<file path="config.mk">
export PLATFORM = sky130hd
export DESIGN_NAME = card_clk_gen
export DESIGN_NICKNAME = d
export VERILOG_FILES = /design/src/rtl/ccg_pkg.sv /design/src/rtl/ccg_prog_if.sv /design/src/rtl/ccg_phase_div.sv /design/src/rtl/card_clk_gen.sv
export SDC_FILE = /design/constraint.sdc
export NUM_CORES = 1
export LEC_CHECK = 0
export BUFFER_PORTS_ARGS = -buffer_cell sky130_fd_sc_hd__buf_2
export CAP_MARGIN = 40
export CORE_AREA = 2 2 39 41
export DETAILED_ROUTE_END_ITERATION = 8
export DIE_AREA = 0 0 41 43
export HOLD_SLACK_MARGIN = 0.03
export PLACE_DENSITY = 0.65
export RECOVER_POWER = 25
export SYNTH_ARGS = -nofsm -noshare
export SYNTH_HDL_FRONTEND = slang
export SYNTH_SLANG_ARGS = --single-unit
</file>
<file path="constraint.sdc">
create_clock -name clk -period 2.09 [get_ports clk]
set_input_delay 0.3135 -clock clk [delete_from_list [all_inputs] [get_ports clk]]
set_output_delay 0.3135 -clock clk [all_outputs]
set_load 0.05 [all_outputs]
</file>
<file path="src/rtl/ccg_pkg.sv">
package ccg_pkg;
  // Command codes decoded from addr when prog_n is high at capture
  typedef enum logic [1:0] {
    CMD_PARK_LO = 2'b00,
    CMD_PARK_HI = 2'b01,
    CMD_RUN     = 2'b10,
    CMD_NOP     = 2'b11
  } clk_cmd_e;
endpackage

</file>
<file path="src/rtl/ccg_prog_if.sv">
module ccg_prog_if #(
  parameter int ADDR_W = 2
) (
  input  logic              clk,
  input  logic              rst,
  input  logic              sel_n,
  input  logic              prog_n,
  input  logic [ADDR_W-1:0] addr,
  input  logic              dsel,
  output logic [ADDR_W-1:0] ratio_q,
  output logic              supply_q,
  output logic              run_q,
  output logic              park_q
);
  import ccg_pkg::*;

  logic sel_q;
  logic fall;
  clk_cmd_e cmd;

  assign fall = sel_q && !sel_n;
  assign cmd  = clk_cmd_e'(addr[1:0]);

  always_ff @(posedge clk) begin
    if (rst) sel_q <= 1'b1;
    else     sel_q <= sel_n;
  end

  always_ff @(posedge clk) begin
    if (rst) begin
      ratio_q  <= '0;
      supply_q <= 1'b0;
      run_q    <= 1'b0;
      park_q   <= 1'b0;
    end else if (fall) begin
      if (!prog_n) begin
        ratio_q  <= addr;
        supply_q <= dsel;
      end else begin
        case (cmd)
          CMD_PARK_LO: begin run_q <= 1'b0; park_q <= 1'b0; end
          CMD_PARK_HI: begin run_q <= 1'b0; park_q <= 1'b1; end
          CMD_RUN:     run_q <= 1'b1;
          default:     ;
        endcase
      end
    end
  end

  AST_CS_QUIET: assert property (@(posedge clk) disable iff (rst)
    (sel_n && sel_q) |=> ($stable(ratio_q) && $stable(supply_q) && $stable(run_q) && $stable(park_q)));

  AST_SUPPLY_LOAD: assert property (@(posedge clk) disable iff (rst)
    (fall && !prog_n) |=> (supply_q == $past(dsel)));

  AST_HELD_LOW: assert property (@(posedge clk) disable iff (rst)
    (!sel_n && !sel_q) |=> ($stable(ratio_q) && $stable(run_q) && $stable(park_q)));
endmodule

</file>
<file path="src/rtl/ccg_phase_div.sv">
module ccg_phase_div #(
  parameter int ADDR_W = 2
) (
  input  logic              clk,
  input  logic              rst,
  input  logic [ADDR_W-1:0] ratio_req,
  input  logic              run_req,
  input  logic              park_req,
  output logic              clk_q
);
  localparam int CNT_W = (1 << ADDR_W) - 1;
  localparam int SEG_W = CNT_W + 2;

  function automatic logic [SEG_W-1:0] half_of(input logic [ADDR_W-1:0] r);
    return SEG_W'(1) << r;
  endfunction

  logic [CNT_W-1:0]  cnt_q;
  logic [ADDR_W-1:0] act_q;
  logic [ADDR_W-1:0] ratio_nxt;
  logic [SEG_W-1:0]  half_nxt;
  logic [CNT_W-1:0]  reload;
  logic              phase_end;
  logic              hold;
  logic              next_lvl;
  logic [SEG_W-1:0]  seg_q;

  assign phase_end = (cnt_q == '0);

  always_comb begin
    hold      = !run_req && (clk_q == park_req);
    next_lvl  = hold ? clk_q : !clk_q;
    // a new ratio is adopted only where a low phase starts
    ratio_nxt = next_lvl ? act_q : ratio_req;
    half_nxt  = half_of(ratio_nxt);
    reload    = CNT_W'(half_nxt - SEG_W'(1));
  end

  always_ff @(posedge clk) begin
    if (rst) begin
      cnt_q <= '0;
      clk_q <= 1'b0;
      act_q <= '0;
    end else if (phase_end) begin
      clk_q <= next_lvl;
      act_q <= ratio_nxt;
      cnt_q <= reload;
    end else begin
      cnt_q <= cnt_q - 1'b1;
    end
  end

  // length of the current card-clock level, used by the phase check
  always_ff @(posedge clk) begin
    if (rst)                                   seg_q <= SEG_W'(1);
    else if (phase_end && next_lvl != clk_q)   seg_q <= SEG_W'(1);
    else if (seg_q != '1)                      seg_q <= seg_q + 1'b1;
  end

  AST_MIN_PHASE: assert property (@(posedge clk) disable iff (rst)
    (phase_end && next_lvl != clk_q) |-> (seg_q >= half_of(act_q)));

  AST_PARK_HOLD: assert property (@(posedge clk) disable iff (rst)
    (!run_req && clk_q == park_req) |=> $stable(clk_q));

  AST_RUN_TOGGLE: assert property (@(posedge clk) disable iff (rst)
    (run_req && phase_end) |=> (clk_q != $past(clk_q)));

  AST_CNT_RANGE: assert property (@(posedge clk) disable iff (rst)
    (SEG_W'(cnt_q) < half_of(act_q)));
endmodule

</file>
<file path="src/rtl/card_clk_gen.sv">
module card_clk_gen #(
  parameter int ADDR_W = 2
) (
  input  logic              clk,
  input  logic              rst,
  input  logic              sel_n,
  input  logic              prog_n,
  input  logic [ADDR_W-1:0] addr,
  input  logic              dsel,
  output logic              card_clk,
  output logic              vsel_5v
);
  logic [ADDR_W-1:0] ratio_w;
  logic              run_w;
  logic              park_w;

  ccg_prog_if #(.ADDR_W(ADDR_W)) u_prog (
    .clk      (clk),
    .rst      (rst),
    .sel_n    (sel_n),
    .prog_n   (prog_n),
    .addr     (addr),
    .dsel     (dsel),
    .ratio_q  (ratio_w),
    .supply_q (vsel_5v),
    .run_q    (run_w),
    .park_q   (park_w)
  );

  ccg_phase_div #(.ADDR_W(ADDR_W)) u_div (
    .clk       (clk),
    .rst       (rst),
    .ratio_req (ratio_w),
    .run_req   (run_w),
    .park_req  (park_w),
    .clk_q     (card_clk)
  );

  AST_RESET_STATE: assert property (@(posedge clk) disable iff (rst)
    $past(rst) |-> (!card_clk && !vsel_5v));
endmodule

</file>
* Word level (Yosys, flattened, before mapping)
Cells that the tools add are included.
Widths: inputs -> output; s select.
** Word-level totals
- Memories :: 0
- Bits in latches :: 0
- Memory bits (writable) :: 0
- Output and inout bits :: 2
- Logic and storage cells :: 33
- ROM bits :: 0
- Bits in registers :: 12
- Input port bits :: 7
** Operators by class
- Bitwise operators :: 1
- Equal/unequal tests :: 3
- Reduce and logical (&&, ||, !) cells :: 13
- Add/subtract/negate cells :: 2
- Multiplexer cells :: 5
- Divide/modulo/power cells :: 0
- Shift operators :: 1
- $lt $le $gt $ge :: 0
- Multiply operators :: 0
** Operators by type and width (count)
- $reduce_and 3->1 :: 2
- $sub 3x1->3 const B :: 2
- $pmux 1 s2 :: 2
- $reduce_bool 2->1 :: 2
- $logic_not 1->1 :: 3
- $logic_not 3->1 :: 1
- $mux 3 :: 1
- $shl 1x2->3 const A :: 1
- $eq 2x1->1 const B :: 1
- $eq 2x2->1 const B :: 1
- $logic_and 1x1->1 :: 2
- $logic_not 2->1 :: 1
- $mux 2 :: 1
- $reduce_and 2->1 :: 1
- $reduce_or 2->1 :: 1
- $eq 1x1->1 :: 1
- $mux 1 :: 1
- $not 1->1 :: 1

* Longest topological paths before layout
Gate-level depths: netlist (run 1).
- Depth after elaboration :: 7
- Gate-level depth with buffers :: 9
- Depth with buffers taken out :: 9

* Hierarchy
A second synthesis (run 1) with hierarchy kept.
** Unflattened totals
- Cell total of the unflattened synthesis :: 63
- Area total of the unflattened synthesis :: 629.4 µm²
** By module, submodules not included
- ccg_phase_div :: cells an instance 40, seq. area each 120.1 µm², times used 1, area an instance 360.3 µm²
- ccg_prog_if :: cells an instance 23, seq. area each 120.1 µm², times used 1, area an instance 269.0 µm²

* Worst setup path before layout (run 1)
No wires, ideal clock.
- Path type :: reg-to-reg
- Start point :: register u_div.clk_q
- End point :: register u_div.cnt_q[2]
- Required time :: 1.963 ns
- Path buffers :: 0
- Data arrival time :: 2.238 ns
- Setup time :: 0.127 ns
- Cell stages (with the launch flop) :: 10
- Setup slack :: -0.275 ns
- Period minus slack after synthesis :: 2.365 ns
- Path through :: dfxtp_1 > and2_4 > nor2_1 > a211oi_1 > a21oi_1 > ha_1 > nor2b_1 > o21ai_0 > a21oi_1 > or3b_1
** On the way
- Cells in the longest elaborated chain, start to end :: 7
- Elaborated cells on any way between the ends :: 8
- Classes of those cells :: 1 x add/sub; 1 x eq/ne; 1 x shift; 3 x mux; 2 x reduce/logical
** RTL lines
- from (decl) :: RTL line ccg_phase_div.sv:9 : output logic clk_q
- from (signal assigned) :: RTL line ccg_phase_div.sv:45 : clk_q <= next_lvl;
- $eq 1x1->1 :: RTL line ccg_phase_div.sv:31 : hold = !run_req && (clk_q == park_req);
- $logic_and 1x1->1 :: RTL line ccg_phase_div.sv:31
- $mux 1 (*) :: RTL line ccg_phase_div.sv:32 : next_lvl = hold ? clk_q : !clk_q;
- $mux 2 (*) :: RTL line ccg_phase_div.sv:34 : ratio_nxt = next_lvl ? act_q : ratio_req;
- $shl 1x2->3 (*) :: RTL line ccg_phase_div.sv:15 : return SEG_W'(1) << r;
- $sub 3x1->3 (*) :: RTL line ccg_phase_div.sv:36 : reload = CNT_W'(half_nxt - SEG_W'(1));
- $mux 3 (*) :: RTL line ccg_phase_div.sv:44 : end else if (phase_end) begin
- to (signal assigned) :: RTL line ccg_phase_div.sv:47 : cnt_q <= reload;
- to (signal assigned) :: RTL line ccg_phase_div.sv:49 : cnt_q <= cnt_q - 1'b1;
- to (decl) :: RTL line ccg_phase_div.sv:18 : logic [CNT_W-1:0] cnt_q;
Every way passes the cells marked *; elsewhere a longest branch is shown, timed or not.
A chain may end at the register's enable or synchronous reset.

* Final worst setup path (run 1)
Ends and elaborated chain as after synthesis.

==> results of run 1 <==
kinds of logic after synthesis:
logic type / Yosys count / share of synthesized area [%]
simple gates: 27 / 26.6
compound gates: 13 / 14.8
flops: 12 / 43.0
mux: 7 / 12.8
buf+inv: 1 / 0.670
fa+ha+maj: 1 / 2.24
state kept, by name, summed over array words and instances (netlist names):
| name | count |
|---|---|
| u_prog.supply_q | 1 |
| u_div.act_q | 2 |
| u_prog.sel_q | 1 |
| u_div.clk_q | 1 |
| u_div.cnt_q | 3 |
| u_prog.park_q | 1 |
| u_prog.run_q | 1 |
| u_prog.ratio_q | 2 |
worst min-delay path by stage:
| stage | endpoint | slack, ns | cells past startpoint |
|---|---|---|---|
| 2_1_floorplan | u_prog.sel_q | 0.42 | 1 |
| 3_3_place_gp | u_prog.supply_q | 0.47 | 2 |
| 3_5_place_dp | u_div.clk_q | 0.48 | 2 |
| 4_1_cts | u_prog.sel_q | 0.23 | 2 |
| 5_1_grt | u_prog.sel_q | 0.24 | 2 |
| 6_report | u_prog.sel_q | 0.25 | 2 |
repair_timing:
| item | 4_1_cts | 5_1_grt |
|---|---|---|
| setup buffers | 0 | 1 |
| endpoints found under the setup margin | 1 | 1 |
| pin swaps | 1 | 7 |
| resized for setup | 3 | 10 |
power groups by stage:
stage / Sequential, mW / Clock, mW / Combinational, mW
after global routing: 0.285 / 0.210 / 0.392
final: 0.281 / 0.189 / 0.362
after CTS: 0.278 / 0.197 / 0.293
after detailed placement: 0.283 / 0 / 0.291
after global placement: 0.282 / 0 / 0.283
after floorplan: 0.297 / 0 / 0.164
routing by layer:
metal / wire length [um] / share of wire (%) / global-route usage, % / up-vias
met5: 0 / 0 / 0 / -
met4: 25 / 2.2 / 12.0 / 0
met3: 29 / 2.5 / 4.71 / 2
met2: 556 / 48 / 19.7 / 6
met1: 539 / 47 / 18.2 / 230
li1: - / - / - / 252
cells in the final DEF (no fill, tap or decap), drive strengths merged:
master    n
a211oi    2
nor2     11
o21a      1
buf      15
and2      1
clkbuf    4
nor3      2
o21ai     4
a21oi     5
or4b      1
or3       1
mux2      1
nand3b    1
or2       1
nor3b     1
nand4b    1
ha        1
or3b      1
nor2b     2
nand2b    1
nand2     3
dfxtp    12
mux2i     6
a2111oi   1
worst max-delay path: stages (launching register included):
cell and delay, ns:
dfxtp_4 0.34, and2_4 0.17, nor2_4 0.20, mux2i_2 0.31, a21oi_2 0.09, ha_2 0.20, nor2b_4 0.13, o21ai_1 0.07
a21oi_1 0.07, or3b_1 0.34
per-stage QoR:
step,util [%],std cells
floorplan,-,61
global placement,48.6,90
detailed placement,48.6,90
CTS,51.9,94
global route,55.1,95
finish,55.1,95
area by class of cell:
type | instances | area (um^2)
Timing Repair Buffer | 15 | 92.6
Sequential cell | 12 | 245
Fill cell | 125 | 622
Clock buffer | 4 | 36.3
Multi-Input combinational cell | 48 | 368
Tap cell | 16 | 20.0
==> summary.txt, run 1 <==
Finish
  • Diodes inserted: 0
  • Nets: 88
  • Synth-to-Final Area Change: 36.2%
  • Post-route cell area: 762 um^2
  • Share of layout cells above drive strength 1: 44.3%

Global route
  • Vias in the first global route: 428
  • Total grt overflow: 0
  • Antenna violations before repair: 0
  • First-pass GRT wire length: 1.72 mm
  • Largest net degree at the start of global routing: 15
  • Global Route Usage Sum: 14.7%

Floorplanning
  • Row count: 14
  • Initial Utilization: 40.4%
  • Die Span Y: 43 um
  • Core box area: 1380 um^2
  • Die X: 41 um
  • Io pins: 9
  • DIE AREA: 1760 um^2

Logic synthesis
  • Average size of a mapped cell: 9.17 um^2
  • Syn Nets: 69
  • Post-synth EDFFs: 0
  • Yosys top cell by area: dfxtp_1
  • Post-synthesis cell area: 559 um^2
  • Asr flop ratio synth: 0%
  • Post-synthesis sequential area ratio: 43.0%
  • Syn. warnings: 0
  • #FFs+latches synth: 12
  • Post-synthesis cell count: 61
  • Post-synth top flop: dfxtp_1
  • Top-count cell post-synth: dfxtp_1
  • Post-synth cell types: 23
  • Top-area cell type share of the netlist area: 43.0%
  • Synth top cells by count: dfxtp_1 (12), nor2_1 (11), mux2i_1 (6)
  • Top cells by area, synth: dfxtp_1 (43%), mux2i_1 (11%), nor2_1 (7.4%), a21oi_1 (4.5%), o21ai_0 (3.6%)

Run
  • Max-cap violations: 0

Setup path
  • Reg2Reg Depth: 9
  • RR Endpoint: u_div.cnt_q[2]
  • Crit Path Max Fanout: 5
  • Worst setup endpoint: u_div.cnt_q[2]
  • Req. time, crit path: 2.26 ns
  • RR Startpoint: u_div.clk_q
  • Critical path launch point type: flip-flop
  • Element type at the critical path end: flip-flop
  • Worst Path Class, Setup: reg -> reg
  • R2r setup slk: 0.06 ns
  • Critical path launch point: u_div.clk_q
  • Arrival @ worst endpoint: 2.19 ns

CTS
  • Clock sinks: 12
  • Cts hold-fix bufs: 0
  • Root buf cell: clkbuf_4
  • CTS tree: yes
  • TritonCTS buffer count: 3
  • Worst-skew pair later-pin latency: 0.28 ns
  • H-tree Lvls: 1
  • Clk slew on worst S/H paths: 0.08 ns
  • Clock tree buffer depth: 2

Detailed routing
  • Avg WL per Cell: 12.1 um
  • Initial DRC Count: 10
  • Drt first pass iters: 3
  • DR vias: 490
  • Vias per cell: 5.16
  • DRC: 0
  • WL final: 1.15 mm
  • Detail Route Antenna Nets: 0

STA
  • Fin Setup TNS: 0 ns
  • Crit share post-route: 97.0%
  • Worst setup margin: 0.0624 ns
  • Worst slew pin tran: 0.584 ns
  • Final hold violation count: 0
  • Layout Skew: 0.00412 ns
  • Slew margin rel.: 61.0%
  • RSZ-0062 raised after global routing: yes
  • Worst Hold Slack: 0.245 ns
  • Max Fclk: 493 MHz
  • Fin. max-slew vios: 0
  • Final setup viols: 0
  • Final critical-path required period: 2.03 ns

Hold path
  • Hold Crit Class: in -> reg
  • Hold Crit Start: sel_n

Power and ir drop
  • Worst vdd ir: 0.653 mV
  • Clock share of power: 22.7%
  • Static Leakage: 0.307 nW
  • Combinational share of power: 43.5%
  • Power Density: 1090 nW/um^2
  • Tot Pwr: 0.832 mW
  • Register share of total power: 33.8%
  • Switching Fraction: 32.0%
  • Int Pwr: 0.566 mW
  • NetSw: 0.266 mW

Placed design
  • Area post-placement: 672 um^2
  • DP Worst Slack: -0.0243 ns
  • Hpwl dp: 779 um
  • PortBufs: 8
  • RePlAce Congestion: 0.711

Status
  • Status: complete, no violations
No activity file was read; power rests on OpenSTA's default activity.
==> run 2, diff against run 1 <==
--- a/config.mk
+++ b/config.mk
@@ -5,13 +5,14 @@
 export SDC_FILE = /design/constraint.sdc
 export NUM_CORES = 1
 export LEC_CHECK = 0
+export ABC_AREA = 1
 export BUFFER_PORTS_ARGS = -buffer_cell sky130_fd_sc_hd__buf_2
 export CAP_MARGIN = 40
 export CORE_AREA = 2 2 39 41
 export DETAILED_ROUTE_END_ITERATION = 8
 export DIE_AREA = 0 0 41 43
 export HOLD_SLACK_MARGIN = 0.03
-export PLACE_DENSITY = 0.65
+export PLACE_DENSITY = 0.63
 export RECOVER_POWER = 25
 export SYNTH_ARGS = -nofsm -noshare
 export SYNTH_HDL_FRONTEND = slang
==> summary.txt, run 2 <==
Status
  • Status: complete, no violations

STA
  • Max Fclk: 669 MHz (+36%)
  • Slew margin rel.: 77.7% (+17 points)
  • Worst slew pin tran: 0.334 ns (-0.249 ns)
  • RSZ-0062 raised after global routing: no
  • Worst Hold Slack: 0.232 ns (-0.0136 ns)
  • Layout Skew: 0.00861 ns (+0.00449 ns)
  • Fin Setup TNS: 0 ns (unchanged)
  • Crit share post-route: 71.6% (-25 points)
  • Final hold violation count: 0 (unchanged)
  • Fin. max-slew vios: 0 (unchanged)
  • Final setup viols: 0 (unchanged)
  • Final critical-path required period: 1.50 ns (-0.532 ns)

Detailed routing
  • Drt first pass iters: 4 (+1)
  • Avg WL per Cell: 9.02 um (-26%)
  • DR vias: 467 (-4.7%)
  • Detail Route Antenna Nets: 0 (unchanged)
  • Initial DRC Count: 6 (-4)
  • Vias per cell: 4.62 (-10%)
  • DRC: 0 (unchanged)
  • WL final: 911 um (-21%)

Power and ir drop
  • Combinational share of power: 33.7% (-9.8 points)
  • NetSw: 0.275 mW (+3.3%)
  • Int Pwr: 0.473 mW (-16%)
  • Switching Fraction: 36.7% (+4.8 points)
  • Static Leakage: 0.296 nW (-3.7%)
  • Clock share of power: 24.7% (+2.0 points)
  • Worst vdd ir: 0.575 mV (-12%)
  • Register share of total power: 41.5% (+7.7 points)
  • Power Density: 1170 nW/um^2 (+7.6%)

Global route
  • First-pass GRT wire length: 1.65 mm (-4.0%)
  • Global Route Usage Sum: 13.7% (-0.99 points)
  • Total grt overflow: 0 (unchanged)
  • Antenna violations before repair: 0 (unchanged)
  • Vias in the first global route: 416 (-2.8%)
  • Largest net degree at the start of global routing: 8 (-7)

Logic synthesis
  • Synth top cells by count: nand2_1 (18), dfxtp_1 (12), inv_1 (12)
  • Largest family of logic cells by synthesized area: simple AND/OR/NAND/NOR gates
  • Syn Nets: 81 (+17%)
  • Post-synthesis cell count: 73 (+20%)
  • Post-synthesis cell area: 542 um^2 (-3.1%)
  • Compound-Gate Fraction of Synth Area: 14.3% (-0.45 points)
  • Syn. warnings: 0 (unchanged)
  • Top cells by area, synth: dfxtp_1 (44%), nand2_1 (12%), a21oi_1 (8.3%), inv_1 (8.3%), nand3_1 (4.6%)
  • Top-area cell type share of the netlist area: 44.3% (+1.4 points)
  • Post-synthesis sequential area ratio: 44.3% (+1.4 points)
  • Simple-gate area share of the yosys netlist: 30.7% (+4.1 points)
  • Asr flop ratio synth: 0% (unchanged)
  • Post-Synth XOR/XNOR Area: 0% (unchanged)
  • Average size of a mapped cell: 7.42 um^2 (-19%)
  • Post-synth cell types: 14 (-39%)
  • Post-synth top flop: dfxtp_1
  • Post-synth EDFFs: 0 (unchanged)
  • Post-synthesis mux area share: 0% (-13 points)
  • Top-count cell post-synth: nand2_1
  • Post-synthesis adder-cell area fraction: 2.31% (+0.072 points)
  • #FFs+latches synth: 12 (unchanged)
  • Yosys top cell by area: dfxtp_1

CTS
  • TritonCTS buffer count: 3 (unchanged)
  • Root buf cell: clkbuf_4
  • PostCTS Resize Cnt: 0 (-3)
  • Worst-skew pair later-pin latency: 0.27 ns (about the same)
  • H-tree Lvls: 1 (unchanged)
  • Clock tree buffer depth: 2 (unchanged)
  • Clk slew on worst S/H paths: 0.08 ns (about the same)
  • Post-CTS setup buffers: 0 (unchanged)
  • Cts hold-fix bufs: 0 (unchanged)
  • CTS tree: yes
  • Clock sinks: 12 (unchanged)

Finish
  • Largest regs: u_div.cnt_q (3), u_div.act_q (2), u_prog.ratio_q (2)
  • Most frequent cells in the layout: nand2_1 (18), inv_1 (12), dfxtp_1 (12)
  • Max FFs per register: 3 (unchanged)
  • Fillers: 146 (+17%)
  • Diodes inserted: 0 (unchanged)
  • Share of layout cells above drive strength 1: 18.8% (-25 points)
  • Nets: 94 (+6.8%)
  • Synth-to-Final Area Change: 17.6%
  • Most common cell after layout, fill and taps aside: nand2_1
  • Most flops, register: u_div.cnt_q

Floorplanning
  • Row count: 14 (unchanged)
  • DIE AREA: 1760 um^2 (unchanged)
  • Io pins: 9 (unchanged)
  • Die Span Y: 43 um (unchanged)
  • Die X: 41 um (unchanged)
  • Initial Utilization: 39.2% (-1.3 points)
  • Core box area: 1380 um^2 (unchanged)

Setup path
  • Critical path depth: 9 (unchanged)
  • CP delay by family, top: simple AND/OR/NAND/NOR gates
  • Crit Path Max Fanout: 7 (+2)
  • Arrival @ worst endpoint: 1.67 ns (-0.52 ns)
  • Crit path cell chain: nor3_4 > nand3_2 > nor2_1 > nor2_1 > ha_1 > inv_1 > nand3_1 > nand2_1 > nor2_1
  • Slowest-stage cell, CP: dfxtp_1
  • Reg2Reg Depth: 9 (unchanged)
  • Most used cell, CP: nor2_1
  • Worst Path Class, Setup: reg -> reg
  • Element type at the critical path end: flip-flop
  • Buf/Inv on CP: 1 (+1)
  • Req. time, crit path: 2.26 ns (about the same)
  • Slowest stage delay, CP: 0.35 ns (about the same)
  • Critical path launch point type: flip-flop

Run
  • Max-cap violations: 0 (unchanged)

Placed design
  • PortBufs: 8 (unchanged)
  • Hpwl dp: 703 um (-9.7%)
  • RePlAce Congestion: 0.772 (+8.5%)

Hold path
  • Hold path depth: 3 (+1)
  • Hold Crit Class: in -> reg
[run 2: per-layer routing]
metal	track usage [%]	vias to the layer above	share of wire, %
met2	20.6	6	46
met5	0	-	0
met3	4.71	2	3.1
met1	17.0	198	49
met4	6.00	0	1.4
li1	-	261	-
[run 2: kinds of logic (layout without fill, tap and decap cells)]
logic type,Yosys count,after routing
and+or+nand+nor,34,34
AOI/OAI and AO/OA,14,14
DFF,12,12
buffers and inverters,12,24
adders and majority gates,1,1
[run 2: power groups by stage]
stage                     clock network [mW]  registers (mW)  logic [mW]
after floorplan                            0           0.346       0.178
after global placement                     0           0.317       0.250
after detailed placement                   0           0.317       0.255
after CTS                              0.187           0.311       0.256
after global routing                   0.201           0.316       0.290
final                                  0.185           0.311       0.252
[run 2: metrics by stage]
step | area (um^2) | power [mW] | utilization [%] | setup slack, ns | instances
floorplan | 542 | 0.524 | - | 0.394 | 73
global placement | 602 | 0.567 | 43.5 | 0.617 | 97
detailed placement | 602 | 0.572 | 43.5 | 0.599 | 97
CTS | 638 | 0.754 | 46.1 | 0.583 | 101
global route | 637 | 0.807 | 46.0 | 0.442 | 101
finish | 637 | 0.748 | 46.0 | 0.594 | 101
[run 2: final cells by class]
| class | count | area [um^2] | area share [%] |
|---|---|---|---|
| flip-flops and latches | 12 | 240 | 37.7 |
| inverters | 12 | 45.0 | 7.07 |
| clock buffers | 4 | 36.3 | 5.70 |
| multi-input cells | 49 | 256 | 40.3 |
| well taps | 16 | 20.0 | 3.14 |
| repair buffers | 8 | 38.8 | 6.09 |
[run 2: worst min-delay path, stage by stage]
cell and delay [ns]:
buf_2 0.07, inv_1 0.04, nand2_1 0.04
[run 2: final timing paths]
| path | startpoint | to | slack, ns |
|---|---|---|---|
| worst max-delay path | u_div.cnt_q[0] | u_div.cnt_q[2] | 0.59 |
| worst min-delay path | sel_n | u_prog.sel_q | 0.23 |
| worst max register to register | u_div.cnt_q[0] | u_div.cnt_q[2] | 0.59 |
| worst min register to register | u_prog.supply_q | u_prog.supply_q | 0.46 |
